### src/rtl/pwr_mode_seq.sv
module pwr_mode_seq #(
  parameter int DELAY_TICKS = 524,
  parameter int NREG = 5
) (
  input  logic            clk,
  input  logic            rst_n,
  input  logic            main_ok,
  input  logic            backup_ok,
  input  logic            rtc_run,
  input  logic            tick32,
  input  logic            wake_key,
  input  logic            wake_chg,
  input  logic            wake_rtc,
  input  logic            wake_bus,
  input  logic            sw_sleep,
  input  logic            sw_flash,
  input  logic            sw_wake,
  input  logic            sw_off,
  output logic [2:0]      mode,
  output logic [NREG-1:0] reg_en,
  output logic            lowq,
  output logic            sys_rst_n,
  output logic            pd_req
);
  localparam int CW = $clog2(DELAY_TICKS + 1);
  localparam logic [2:0] M_NONE = 3'd0, M_BKUP = 3'd1, M_OFF = 3'd2, M_RST = 3'd3,
                         M_ON = 3'd4, M_SLP = 3'd5, M_FLSH = 3'd6;
  localparam logic [CW-1:0] LOAD = CW'(DELAY_TICKS);

  logic [CW-1:0]   cnt, ncnt;
  logic [2:0]      nmode;
  logic            npd;
  logic [NREG-1:0] nen;
  wire wake_any = wake_key | wake_chg | wake_rtc | wake_bus;

  always_comb begin
    nmode = mode;
    ncnt  = cnt;
    npd   = pd_req;
    if (!main_ok)
      nmode = (backup_ok && rtc_run) ? M_BKUP : M_NONE;
    else begin
      case (mode)
        M_NONE, M_BKUP: nmode = M_OFF;
        M_OFF: if (wake_any) begin nmode = M_RST; ncnt = LOAD; end
        M_RST: if (tick32) begin
          if (cnt == CW'(1)) nmode = M_ON;
          ncnt = cnt - CW'(1);
        end
        M_ON: begin
          if (sw_off)        nmode = M_OFF;
          else if (sw_sleep) nmode = M_SLP;
          else if (sw_flash) nmode = M_FLSH;
          else if (wake_key) npd = 1'b1;
        end
        M_SLP:  if (sw_wake) nmode = M_ON;
        M_FLSH: begin
          if (sw_off)       nmode = M_OFF;
          else if (sw_wake) nmode = M_ON;
        end
        default: nmode = M_NONE;
      endcase
    end
    if (nmode != M_ON) npd = 1'b0;
  end

  always_comb begin
    nen = '0;
    case (nmode)
      M_RST:        for (int i = 0; i < NREG; i++) nen[i] = int'(ncnt) <= DELAY_TICKS - i;
      M_ON, M_FLSH: nen = '1;
      M_SLP:        nen = {1'b0, {(NREG-1){1'b1}}};
      default:      nen = '0;
    endcase
  end

  always_ff @(posedge clk or negedge rst_n) begin
    if (!rst_n) begin
      mode      <= M_NONE;
      cnt       <= '0;
      pd_req    <= 1'b0;
      reg_en    <= '0;
      lowq      <= 1'b0;
      sys_rst_n <= 1'b0;
    end else begin
      mode      <= nmode;
      cnt       <= ncnt;
      pd_req    <= npd;
      reg_en    <= nen;
      lowq      <= nmode == M_SLP;
      sys_rst_n <= nmode == M_ON || nmode == M_SLP || nmode == M_FLSH;
    end
  end
endmodule


### config.mk
export PLATFORM = sky130hd
export DESIGN_NAME = pwr_mode_seq
export DESIGN_NICKNAME = d
export VERILOG_FILES = /design/src/rtl/pwr_mode_seq.sv
export SDC_FILE = /design/constraint.sdc
export NUM_CORES = 1
export LEC_CHECK = 0
export ABC_CLOCK_PERIOD_IN_PS = 2560
export BUFFER_PORTS_ARGS = -buffer_cell sky130_fd_sc_hd__buf_2
export CAP_MARGIN = 30
export CORE_MARGIN = 3
export CORE_UTILIZATION = 54
export CTS_BUF_LIST = sky130_fd_sc_hd__clkbuf_8 sky130_fd_sc_hd__clkbuf_16
export CTS_CLUSTER_SIZE = 28
export DETAILED_ROUTE_END_ITERATION = 8
export GPL_ROUTABILITY_DRIVEN = 1
export HOLD_SLACK_MARGIN = 0.05
export PLACE_DENSITY = 0.87
export SYNTH_ARGS = -nofsm -noshare
export SYNTH_HDL_FRONTEND = slang
export SYNTH_SLANG_ARGS = --single-unit
### constraint.sdc
create_clock -name clk -period 2.56 [get_ports clk]
set_input_delay 0.128 -clock clk [delete_from_list [all_inputs] [get_ports clk]]
set_output_delay 0.128 -clock clk [all_outputs]
set_load 0.01 [all_outputs]
==> summary.txt <==
Status: finished, final reports clean
Worst-path clk slew: 0.08 ns
Yosys top cell by area: dfrtp_1
Sequential power share: 42.5%
GRT Util Overall: 22.81%
WL/cell: 17.14 um
Total grt overflow: 0
Fmax: 440.1 MHz
Top cells by count, synth: dfrtp_1, nor2_1, inv_1
Initial antenna violation count: 0
CTS tree: done
Rows: 17
Top cell type's share of synthesized area: 38.82%
Clock Sinks: 21
Critical path's slowest cell: dfrtp_1
Routed Wire Length: 3360 um
Number of diodes: 0
CP required: 2.72 ns
Clock Path Buffers: 2
Total power: 1.317 mW
Mean number of vias per cell: 6.362
First-pass GRT wire length: 5768 um
Syn-to-layout area delta: 15.34%
Largest net degree at the start of global routing: 22
Slew @ Worst Pin: 0.5388 ns
Worst reg2reg path depth: 8
Die width: 56.07 um
Final HPWL DP: 2499 um
Most common cell in the synthesized netlist: dfrtp_1
Max-cap viol count: 0
Later-pin clock latency in the skew report: 0.26 ns
Drt pass-1 iters: 4
Crit-path leading delay family: compound AO/OA/AOI/OAI gates
WHS Path Cells: 2
Top cells by area, synth: dfrtp_1, a21oi_1, a221oi_2, nor2_1, inv_1
CP Buf/Inv Count: 1
Final min period: 2.272 ns
Cell Area, Placed: 1503 um2
Clk_skew: 0.006531 ns
Synth cell types: 54
Final instance area: 1562 um2
Final hold vios: 0
Die area: 3144 um2
CP peak stage delay: 0.43 ns
WP data arrival: 2.43 ns
Post-DRT Antenna Nets: 0
Final Non-Filler Cells: 196
WS Path Type: flop to flop
CTS buffer count: 3
Hold_ws: 0.1744 ns
Max-slew headroom: 64.08%
Initial core utilization: 58.93%
Switching pwr: 563.7 uW
Clock Power Share: 16.9%
Pwr Density: 843.2 nW/um2
Core area: 2297 um2
Final number of setup-violating endpoints: 0
Final Cycle Share: 88.76%
Cell count after synthesis: 141
Critical Path Source Type: flop
Die Height: 56.07 um
Comb pwr share: 40.6%
Placed instance count: 191
Starting DRT DRC Count: 59
Setup TNS Final: 0 ns
Leak Pwr: 0.7153 nW
Root Buffer: clkbuf_8
Via Count: 1247
FF+latch count, synth: 21
Min-Delay Path Class: input port to flop
IO Port Bufs: 24
CP Cell Sequence: inv_1 -> ha_1 -> nand3b_1 -> o311a_1 -> a221oi_2 -> and4_1 -> nand2_2 -> o31ai_1
Post-synthesis sequential area ratio: 38.82%
Peak VDD IR: 0.6831 mV
Mapped Nets: 157
Crit-path max FO: 5
Async SR Flop Fraction: 100.0%
RD Place Congestion: 0.9393
Synth Flop Type: dfrtp_1
Post-synth EDFFs: 0
# IOs: 25
Vias in the first global route: 1205
Warning count from the yosys run: 0
DRC: 0
Htree depth: 1
Nets: 185
Critical path endpoint category: flop
RSZ-0062 raised after global routing: no
Share of cells above drive strength 1: 27.38%
Internal Dissipation: 753.0 uW
CP Depth: 8
Max Transition Viols Final: 0
Syn Area/Cell: 9.601 um2
Switching Share: 42.81%
Post-Syn Area: 1354 um2
cells by family after synthesis:
kind of cell               count (synthesis)  synth area share [%]
and+or+nand+nor                           56                 26.89
adders and majority gates                  2                 1.848
DFF                                       21                 38.82
buffers and inverters                     16                 4.620
AOI/OAI and AO/OA                         46                 27.82
power by group through the flow:
stage / Sequential (mW) / Clock [mW] / Combinational, mW
5_1_grt: 0.572 / 0.242 / 0.592
4_1_cts: 0.553 / 0.226 / 0.530
3_3_place_gp: 0.546 / 0 / 0.495
3_5_place_dp: 0.560 / 0 / 0.520
2_1_floorplan: 0.544 / 0 / 0.373
6_report: 0.559 / 0.223 / 0.535
routing by layer:
metal	part of all wire [%]	vias to the layer above	global-route usage, %
met5	0	-	0
met4	1.2	0	7.458
met3	6.6	6	5.568
met2	51	58	37.56
met1	41	599	29.22
li1	-	584	-
through the flow:
stage / util, % / worst slack [ns]
after floorplan: - / 0.6313
after global placement: 65.41 / 0.5141
after detailed placement: 65.41 / 0.3566
after CTS: 67.97 / 0.3018
after global routing: 67.97 / 0.05934
final: 67.97 / 0.2878
registers in the layout, summed over array words and instances (netlist names):
| signal | cells |
|---|---|
| reg_en | 5 |
| mode | 3 |
| pd_req | 1 |
| cnt | 10 |
| lowq | 1 |
| sys_rst_n | 1 |
repair_timing:
item	CTS	global route
gates resized for setup	0	0
hold buffers	1	0
endpoints found under the hold margin	21	0
setup buffers	0	0
cell type report:
type / count / area [um2]
Inverter: 13 / 48.80
Clock inverter: 1 / 7.507
Multi-Input combinational cell: 104 / 765.7
Tap cell: 28 / 35.03
Timing Repair Buffer: 26 / 137.6
Clock buffer: 3 / 41.29
Sequential cell: 21 / 525.5
Fill cell: 190 / 735.7
worst paths after layout:
path | slack (ns) | from | endpoint
max | 0.29 | cnt[1]$_DFF_PN0_ | reg_en[1]$_DFF_PN0_
max in group asynchronous | 1.89 | rst_n | cnt[9]$_DFF_PN0_
min in group asynchronous | 0.36 | rst_n | reg_en[2]$_DFF_PN0_
min | 0.17 | main_ok | sys_rst_n$_DFF_PN0_
max reg2reg | 0.29 | cnt[1]$_DFF_PN0_ | reg_en[1]$_DFF_PN0_
min reg2reg | 0.59 | cnt[8]$_DFF_PN0_ | cnt[8]$_DFF_PN0_
placed cells by master, fill, tap and decap left out, types with 3 or more instances in the layout:
cell type / netlist / layout
dfrtp_1: 21 / 21
a221oi_2: 3 / 3
nor2_1: 12 / 12
nor2b_1: 4 / 4
clkbuf_8: 0 / 3
buf_2: 1 / 24
nand2b_1: 4 / 4
o211a_1: 3 / 3
o21ai_0: 4 / 4
o31ai_1: 5 / 5
a21oi_1: 9 / 9
nor3_1: 7 / 7
nand2_1: 7 / 7
inv_1: 11 / 11
No activity file was read; power rests on OpenSTA's default activity.
